**src/rtl/vw_lfsr_pkg.sv**
```systemverilog
package vw_lfsr_pkg;
  localparam int unsigned TAP_TBL_W = 11;

  // maximal-length feedback taps, bit positions within the state
  function automatic logic [TAP_TBL_W-1:0] tap_mask(input int unsigned w);
    logic [TAP_TBL_W-1:0] m;
    m = '0;
    case (w)
      4:       m = 11'h00C;
      5:       m = 11'h014;
      6:       m = 11'h030;
      7:       m = 11'h060;
      8:       m = 11'h0B8;
      9:       m = 11'h110;
      10:      m = 11'h240;
      11:      m = 11'h500;
      default: m = '0;
    endcase
    return m;
  endfunction
endpackage

```
**src/rtl/vw_lfsr_width_sel.sv**
```systemverilog
module vw_lfsr_width_sel #(
  parameter int unsigned LIM_W = 16,
  parameter int unsigned MIN_W = 4,
  parameter int unsigned MAX_W = 11,
  parameter int unsigned WID_W = 4
) (
  input  logic [LIM_W-1:0] limit_i,
  output logic [WID_W-1:0] width_o
);
  localparam int unsigned RAW_W = $clog2(LIM_W + 1);

  logic [RAW_W-1:0] raw;

  // leading-one position plus one
  always_comb begin
    raw = '0;
    for (int k = 0; k < LIM_W; k++) begin
      if (limit_i[k]) raw = RAW_W'(k + 1);
    end
  end

  always_comb begin
    if (raw < RAW_W'(MIN_W))      width_o = WID_W'(MIN_W);
    else if (raw > RAW_W'(MAX_W)) width_o = WID_W'(MAX_W);
    else                          width_o = WID_W'(raw);
  end
endmodule

```
**src/rtl/vw_lfsr_taps.sv**
```systemverilog
module vw_lfsr_taps #(
  parameter int unsigned MIN_W = 4,
  parameter int unsigned MAX_W = 11,
  parameter int unsigned WID_W = 4
) (
  input  logic [WID_W-1:0] width_i,
  output logic [MAX_W-1:0] taps_o,
  output logic [MAX_W-1:0] mask_o
);
  logic [MAX_W-1:0] tap_tbl [MIN_W:MAX_W];
  logic [MAX_W-1:0] msk_tbl [MIN_W:MAX_W];

  for (genvar g = MIN_W; g <= MAX_W; g++) begin : g_tbl
    localparam logic [vw_lfsr_pkg::TAP_TBL_W-1:0] FULL = vw_lfsr_pkg::tap_mask(g);
    assign tap_tbl[g] = FULL[MAX_W-1:0];
    assign msk_tbl[g] = {MAX_W{1'b1}} >> (MAX_W - g);
  end

  always_comb begin
    taps_o = '0;
    mask_o = {MAX_W{1'b1}} >> (MAX_W - MIN_W);
    for (int w = MIN_W; w <= MAX_W; w++) begin
      if (width_i == WID_W'(w)) begin
        taps_o = tap_tbl[w];
        mask_o = msk_tbl[w];
      end
    end
  end
endmodule

```
**src/rtl/vw_lfsr_core.sv**
```systemverilog
module vw_lfsr_core #(
  parameter int unsigned MIN_W = 4,
  parameter int unsigned MAX_W = 11,
  parameter int unsigned WID_W = 4
) (
  input  logic             clk_i,
  input  logic             rst_ni,
  input  logic             read_i,
  input  logic [WID_W-1:0] width_i,
  input  logic [MAX_W-1:0] taps_i,
  input  logic [MAX_W-1:0] mask_i,
  output logic [MAX_W-1:0] state_o
);
  logic [MAX_W-1:0] st_q, st_d, kept, base, stepped, mask_q;
  logic [WID_W-1:0] wid_q;
  logic             wid_chg, fb;

  always_comb begin
    wid_chg = (width_i != wid_q);
    kept    = st_q & mask_i;
    if (kept == '0) kept = MAX_W'(1);   // never lock at zero
    base    = wid_chg ? kept : st_q;
    fb      = ^(base & taps_i);
    stepped = {base[MAX_W-2:0], fb} & mask_i;
    st_d    = read_i ? stepped : base;
  end

  always_ff @(posedge clk_i or negedge rst_ni) begin
    if (!rst_ni) begin
      st_q  <= MAX_W'(1);
      wid_q <= WID_W'(MIN_W);
    end else begin
      st_q  <= st_d;
      wid_q <= width_i;
    end
  end

  assign state_o = st_q;

  always_comb begin
    for (int b = 0; b < MAX_W; b++) mask_q[b] = (int'(wid_q) > b);
  end

  p_state_nonzero_r4: assert property (@(posedge clk_i) disable iff (!rst_ni)
    st_q != '0);
  p_state_in_width_r4: assert property (@(posedge clk_i) disable iff (!rst_ni)
    (st_q & ~mask_q) == '0);
  p_hold_idle_r5: assert property (@(posedge clk_i) disable iff (!rst_ni)
    (!read_i && !wid_chg) |=> $stable(st_q));
  p_step_on_read_r5: assert property (@(posedge clk_i) disable iff (!rst_ni)
    (read_i && !wid_chg) |=> (st_q != $past(st_q)));
  p_wchg_zero_r9: assert property (@(posedge clk_i) disable iff (!rst_ni)
    (wid_chg && !read_i && ((st_q & mask_i) == '0)) |=> (st_q == MAX_W'(1)));
  p_wchg_keep_r9: assert property (@(posedge clk_i) disable iff (!rst_ni)
    (wid_chg && !read_i && ((st_q & mask_i) != '0)) |=> (st_q == $past(st_q & mask_i)));
endmodule

```
**src/rtl/vw_lfsr_rng.sv**
```systemverilog
module vw_lfsr_rng #(
  parameter int unsigned LIM_W = 16,
  parameter int unsigned MIN_W = 4,
  parameter int unsigned MAX_W = 11
) (
  input  logic             clk_i,
  input  logic             rst_ni,
  input  logic [LIM_W-1:0] limit_i,
  input  logic             read_i,
  output logic [MAX_W-1:0] rand_o
);
  localparam int unsigned WID_W = $clog2(MAX_W + 1);

  logic [WID_W-1:0] width;
  logic [MAX_W-1:0] taps, mask;

  vw_lfsr_width_sel #(.LIM_W(LIM_W), .MIN_W(MIN_W), .MAX_W(MAX_W), .WID_W(WID_W)) u_wsel (
    .limit_i (limit_i),
    .width_o (width)
  );

  vw_lfsr_taps #(.MIN_W(MIN_W), .MAX_W(MAX_W), .WID_W(WID_W)) u_taps (
    .width_i (width),
    .taps_o  (taps),
    .mask_o  (mask)
  );

  vw_lfsr_core #(.MIN_W(MIN_W), .MAX_W(MAX_W), .WID_W(WID_W)) u_core (
    .clk_i   (clk_i),
    .rst_ni  (rst_ni),
    .read_i  (read_i),
    .width_i (width),
    .taps_i  (taps),
    .mask_i  (mask),
    .state_o (rand_o)
  );

  p_width_range_r1: assert property (@(posedge clk_i) disable iff (!rst_ni)
    (width >= WID_W'(MIN_W)) && (width <= WID_W'(MAX_W)));
  p_small_limit_r2: assert property (@(posedge clk_i) disable iff (!rst_ni)
    ((limit_i >> MIN_W) == '0) |-> (width == WID_W'(MIN_W)));
  p_big_limit_r3: assert property (@(posedge clk_i) disable iff (!rst_ni)
    ((limit_i >> MAX_W) != '0) |-> (width == WID_W'(MAX_W)));
  p_reset_seed_r8: assert property (@(posedge clk_i) disable iff (!rst_ni)
    $rose(rst_ni) |-> (rand_o == MAX_W'(1)));
endmodule

```
**config.mk**
```make
export PLATFORM = sky130hd
export DESIGN_NAME = vw_lfsr_rng
export DESIGN_NICKNAME = d
export VERILOG_FILES = /design/src/rtl/vw_lfsr_pkg.sv /design/src/rtl/vw_lfsr_width_sel.sv /design/src/rtl/vw_lfsr_taps.sv /design/src/rtl/vw_lfsr_core.sv /design/src/rtl/vw_lfsr_rng.sv
export SDC_FILE = /design/constraint.sdc
export NUM_CORES = 1
export LEC_CHECK = 0
export BUFFER_PORTS_ARGS = -buffer_cell sky130_fd_sc_hd__buf_4
export CORE_ASPECT_RATIO = 1.25
export CORE_MARGIN = 5
export CORE_UTILIZATION = 40
export CTS_CLUSTER_DIAMETER = 80
export CTS_CLUSTER_SIZE = 14
export DETAILED_ROUTE_END_ITERATION = 12
export PLACE_DENSITY = 0.66
export SLEW_MARGIN = 20
export SYNTH_ARGS = -nofsm -noshare
export SYNTH_HDL_FRONTEND = slang
export SYNTH_SLANG_ARGS = --single-unit
export TNS_END_PERCENT = 50
```
**constraint.sdc**
```tcl
create_clock -name clk_i -period 1.5 [get_ports clk_i]
set_input_delay 0.3 -clock clk_i [delete_from_list [all_inputs] [get_ports clk_i]]
set_output_delay 0.3 -clock clk_i [all_outputs]
set_load 0.05 [all_outputs]
```
# Word-level counts from Yosys, hierarchy flattened
# Cells that the tools add are included.
# W data, S select, Z words.
# word_totals
register_bits	15
input_bits	19
output_inout_bits	11
elab_cells	54
# op_classes
order_cmp	2
n_eq_ne	9
muxes	36
bitwise	3
n_reduce_logical	2
# ops
op	count
$mux W11	5
$mux W4	11
$and A11 B11 Y11	3
$mux W10	2
$mux W9	2
$eq A4 B3 Y1 const B	4
$eq A4 B4 Y1 const B	4
$mux W8	2
$mux W5	3
$mux W7	2
$mux W3	4
$mux W6	2
$logic_not A11 Y1	1
$reduce_xor A11 Y1	1
$gt A5 B4 Y1 const B	1
$lt A5 B3 Y1 const B	1
$mux W2	2
$ne A4 B4 Y1	1
$mux W1	1

# Longest topological paths before layout
# logic_depth
depth_word	35
mapped_depth	10
depth_no_buf	10

# Cells and area by module
# From an unflattened synthesis, not the netlist that was laid out.
# hier_totals
hier_cells	142
area_unflattened_um2	1251.2
# by_module_without_submodules
module	n_inst	cells_each	area_per_inst_um2	seq_area_each_um2
vw_lfsr_core	1	88	917.1	377.9
vw_lfsr_taps	1	35	224.0	0.0
vw_lfsr_width_sel	1	19	110.1	0.0

# Worst setup path after synthesis
# OpenSTA, ideal clock, no wires.
# synth_path
kind	input -> register
start	input limit_i[11]
end	register u_core.st_q[0], in the netlist u_core.state_o[0]
setup_ps	89
t_arrival_ps	2226
t_required_ps	1411
path_slack_ps	-815
stages	8
n_path_buf	1
cell_sequence	or3_1 > or3_1 > buf_6 > o31ai_4 > a41oi_1 > o211a_1 > o2111a_1 > a211oi_1
# synth_via
elab_chain_cells	24
word_cells_on_any_way	41
cone_classes	2 x order compare; 9 x eq/ne; 25 x mux; 3 x bitwise; 2 x reduce/logical
# synth_rtl
element	line	source
start, declared	vw_lfsr_rng.sv:8	input logic [LIM_W-1:0] limit_i,
$mux W4 * (4 in a row)	vw_lfsr_width_sel.sv:18	if (limit_i[k]) raw = RAW_W'(k + 1);
$mux W5 *	vw_lfsr_width_sel.sv:18	
$gt A5 B4 Y1	vw_lfsr_width_sel.sv:24	else if (raw > RAW_W'(MAX_W)) width_o = WID_W'(MAX_W);
$mux W4	vw_lfsr_width_sel.sv:24	
$mux W4 *	vw_lfsr_width_sel.sv:23	if (raw < RAW_W'(MIN_W)) width_o = WID_W'(MIN_W);
$eq A4 B3 Y1	vw_lfsr_taps.sv:23	if (width_i == WID_W'(w)) begin
$mux W5	vw_lfsr_taps.sv:23	
$mux W6	vw_lfsr_taps.sv:23	
(+6 left out)	--	
$logic_not A11 Y1	vw_lfsr_core.sv:21	if (kept == '0) kept = MAX_W'(1);
$mux W11	vw_lfsr_core.sv:21	
$mux W11	vw_lfsr_core.sv:22	base = wid_chg ? kept : st_q;
$and A11 B11 Y11	vw_lfsr_core.sv:23	fb = ^(base & taps_i);
$reduce_xor A11 Y1	vw_lfsr_core.sv:23	
$and A11 B11 Y11	vw_lfsr_core.sv:24	stepped = {base[MAX_W-2:0], fb} & mask_i;
$mux W11 *	vw_lfsr_core.sv:25	st_d = read_i ? stepped : base;
named net u_core.st_d[0]	vw_lfsr_core.sv:14	logic [MAX_W-1:0] st_q, st_d, kept, base, stepped, mask_q;
end signal, assigned	vw_lfsr_core.sv:33	st_q <= st_d;
end, declared	vw_lfsr_core.sv:14	
# The timed path passes the listed nets; every way through them passes the cells marked *.

# Worst setup path in the final report
# Same ends and word-level chain as after synthesis.

==> flow_metrics.py <==
metrics = {
    "synth": {
        "synth_ff_type": "dfrtp_1",
        "ys_seq_elements": 15,
        "synth_top_cell_by_area": "dfrtp_1",
        "async_reset_ff_share_pct": 100,
        "netlist_area_um2": 1070,
        "syn-num-nets": 143,
        "netlist_instances": 124,
        "yosysUniqueCellTypes": 48,
        "synth.top_cell.area_share_pct": 30.3,
        "ys_warn_count": 0,
        "ys_seq_area_share_pct": 35.2,
        "synth_edf_count": 0,
        "synth_area_per_cell_um2": 8.66,
        "synth_area_leaders": "dfrtp_1, nand2_1, dfstp_2",
    },
    "final_layout": {
        "num-nets-final": 211,
        "final_cell_area_um2": 1760,
        "final_cell_mix": "buf_4, nand2_1, dfrtp_1",
        "final_common_cell": "buf_4",
        "area_growth_pct": 64.3,
        "n_antenna_cell": 0,
        "drive_gt1_share_pct": 53.4,
    },
    "critical_path": {
        "critPathLaunch": "limit_i[11]",
        "cp-start-kind": "input pin",
        "crit_path_max_fanout": 8,
        "r2r_cells": 7,
        "cp.required_ns": 1.72,
        "endpoint_kind": "flop",
        "slowest_stage": "or3_4",
        "cp.arrival_ns": 2.39,
        "reg2reg_slack_ns": -0.20,
        "crit_path_max_incr_delay_ns": 0.42,
        "crit_end": "u_core.state_o[0]",
        "r2r-start": "u_core.state_o[2]",
        "cp_cell_sequence": "buf_4, or3_1, or3_4, o31ai_4, a41oi_2, o211a_4, o2111a_1, a211oi_2",
        "r2r_end": "u_core.state_o[0]",
        "crit_type": "input pin to flop",
    },
    "die": {
        "io_pins": 30,
        "design.core.area_um2": 2630,
        "dieArea_um2": 3830,
        "start_util_pct": 40.9,
        "rows": 21,
        "die_h_um": 67.9,
        "die_width_um": 56.3,
    },
    "worst_hold_path": {
        "hold_class": "input pin to flop",
    },
    "timing": {
        "hold_viol_final": 0,
        "period_needed_ns": 2.18,
        "fin_skew_ns": 0.00635,
        "fmax_mhz": 459,
        "fin_crit_sh_pct": 145,
        "finalSetupViolCount": 10,
        "finalWorstSetupSlack_ns": -0.677,
        "tns_ns": -4.42,
        "max_slew_margin_pct": 75.7,
        "rsz0062_at_grt": "yes",
        "tightest_slew_ns": 0.363,
        "slew_violations": 0,
    },
    "global_route": {
        "grt_overflow": 0,
        "antenna_found_initial": 0,
        "track_usage_pct": 18.9,
        "grt_pass1_vias": 1200,
        "met2_usage_pct": 34.1,
        "use_met1_pct": 22.7,
        "grt_use_met3_pct": 2.64,
        "busiest_layer": "met2",
        "grt_pass1_wl_um": 5600,
        "grt_max_degree": 19,
    },
    "drt": {
        "drt_iter0_markers": 75,
        "vias": 1259,
        "drc": 0,
        "wl_um": 3460,
        "drtPass1Iterations": 4,
        "drt.antenna.violating_nets": 0,
        "wl_per_cell_um": 15.4,
        "vias_per_cell": 5.60,
    },
    "clocking": {
        "htreeDepth": 1,
        "cts_made_buffers": 3,
        "clk_path_buf_depth": 2,
        "cts.clk_slew.worst_paths_ns": 0.10,
        "tritoncts": "yes",
        "cts_sinks": 15,
        "worstSkewPairLatency_ns": 0.29,
        "clockRootBuffer": "clkbuf_4",
    },
    "run_status": {
        "status": "finished, violations left",
        "violations": "negative setup slack",
    },
    "flow_run": {
        "drv_cap": 0,
    },
    "power_and_ir_drop": {
        "p_leak_nw": 0.784,
        "power_density_nw_per_um2": 834,
        "ir_drop_uv": 617,
    },
    "place": {
        "hpwl_um": 2600,
        "dpl-instance-area_um2": 1580,
        "portBuffers": 29,
        "place_congestion": 0.833,
    },
}
[synthesized netlist by cell type, drive strengths merged (2+ instances only)]
library cell  number
a211oi             2
a21oi              5
a41oi              2
clkbuf             2
dfrtp             13
dfstp              2
inv                6
nand2             21
nand2b             2
nand3              7
nand4              3
nor2              10
nor3               8
nor3b              2
nor4               2
o211ai             2
o21ai             10
or3                2
[worst min-delay path by stage]
stage,from,end,slack [ns],cells past startpoint
floorplan,rst_ni,u_core.state_o[10],0.004,0
global placement,rst_ni,u_core.wid_q[3],0.16,1
detailed placement,rst_ni,u_core.wid_q[0],0.17,1
CTS,read_i,u_core.state_o[10],0.37,4
global route,read_i,u_core.state_o[10],0.38,4
finish,read_i,u_core.state_o[10],0.38,4
[flip-flops by register name, indices dropped and copies added, names as in the netlist]
name            flops
u_core.state_o     11
u_core.wid_q        4
[metal layers]
metal / vias up / share of wire [%]
met4: 0 / 2.6
li1: 606 / -
met5: - / 0
met3: 12 / 3.9
met2: 38 / 54
met1: 603 / 39
[cell families after synthesis]
group	Yosys count	synth area share [%]
flops	15	35.2
compound gates	34	24.1
simple gates	62	32.8
xor+xnor	2	1.63
mux	2	1.98
buf+inv	9	4.31
[worst max-delay path, delay by kind of cell]
family          cells  cell delay (ns)
compound gates      5             1.17
buf+inv             1             0.11
simple gates        2             0.80
[layout make-up]
cell class | count | area, µm²
Timing Repair Buffer | 66 | 517
Tap cell | 34 | 42.5
Sequential cell | 15 | 378
Clock inverter | 1 | 5.00
Fill cell | 216 | 863
Clock buffer | 3 | 22.5
Multi-Input combinational cell | 100 | 772
Inverter | 6 | 27.5
[report_power, final]
part	switching [W]	internal [W]
combinational	0.000430	0.000269
sequential	0.0000581	0.000468
clock	0.000147	0.0000991
total	0.000635	0.000836
[stage by stage]
| stage | cells | util [%] | hold slack, ns | total power [W] | setup WS (ns) |
|---|---|---|---|---|---|
| 6_report | 225 | 67.1 | 0.376 | 0.00147 | -0.677 |
| 5_1_grt | 225 | 67.1 | 0.381 | 0.00156 | -0.703 |
| 4_1_cts | 225 | 66.7 | 0.368 | 0.00147 | -0.623 |
| 3_5_place_dp | 214 | 60.0 | 0.170 | 0.00118 | -1.06 |
| 3_3_place_gp | 214 | 60.0 | 0.165 | 0.00117 | -0.961 |
| 2_1_floorplan | 124 | - | 0.00441 | 0.000896 | -0.757 |
[timing repair]
item | 4_1_cts | 5_1_grt
buffers inserted | 6 | 0
hold endpoints to repair | 13 | 0
gates resized for setup | 22 | 4
setup endpoints to repair | 9 | 10
gates cloned | 0 | 0
pin swaps | 13 | 4
hold buffers | 1 | 0
(Power assumes the default switching activity.)
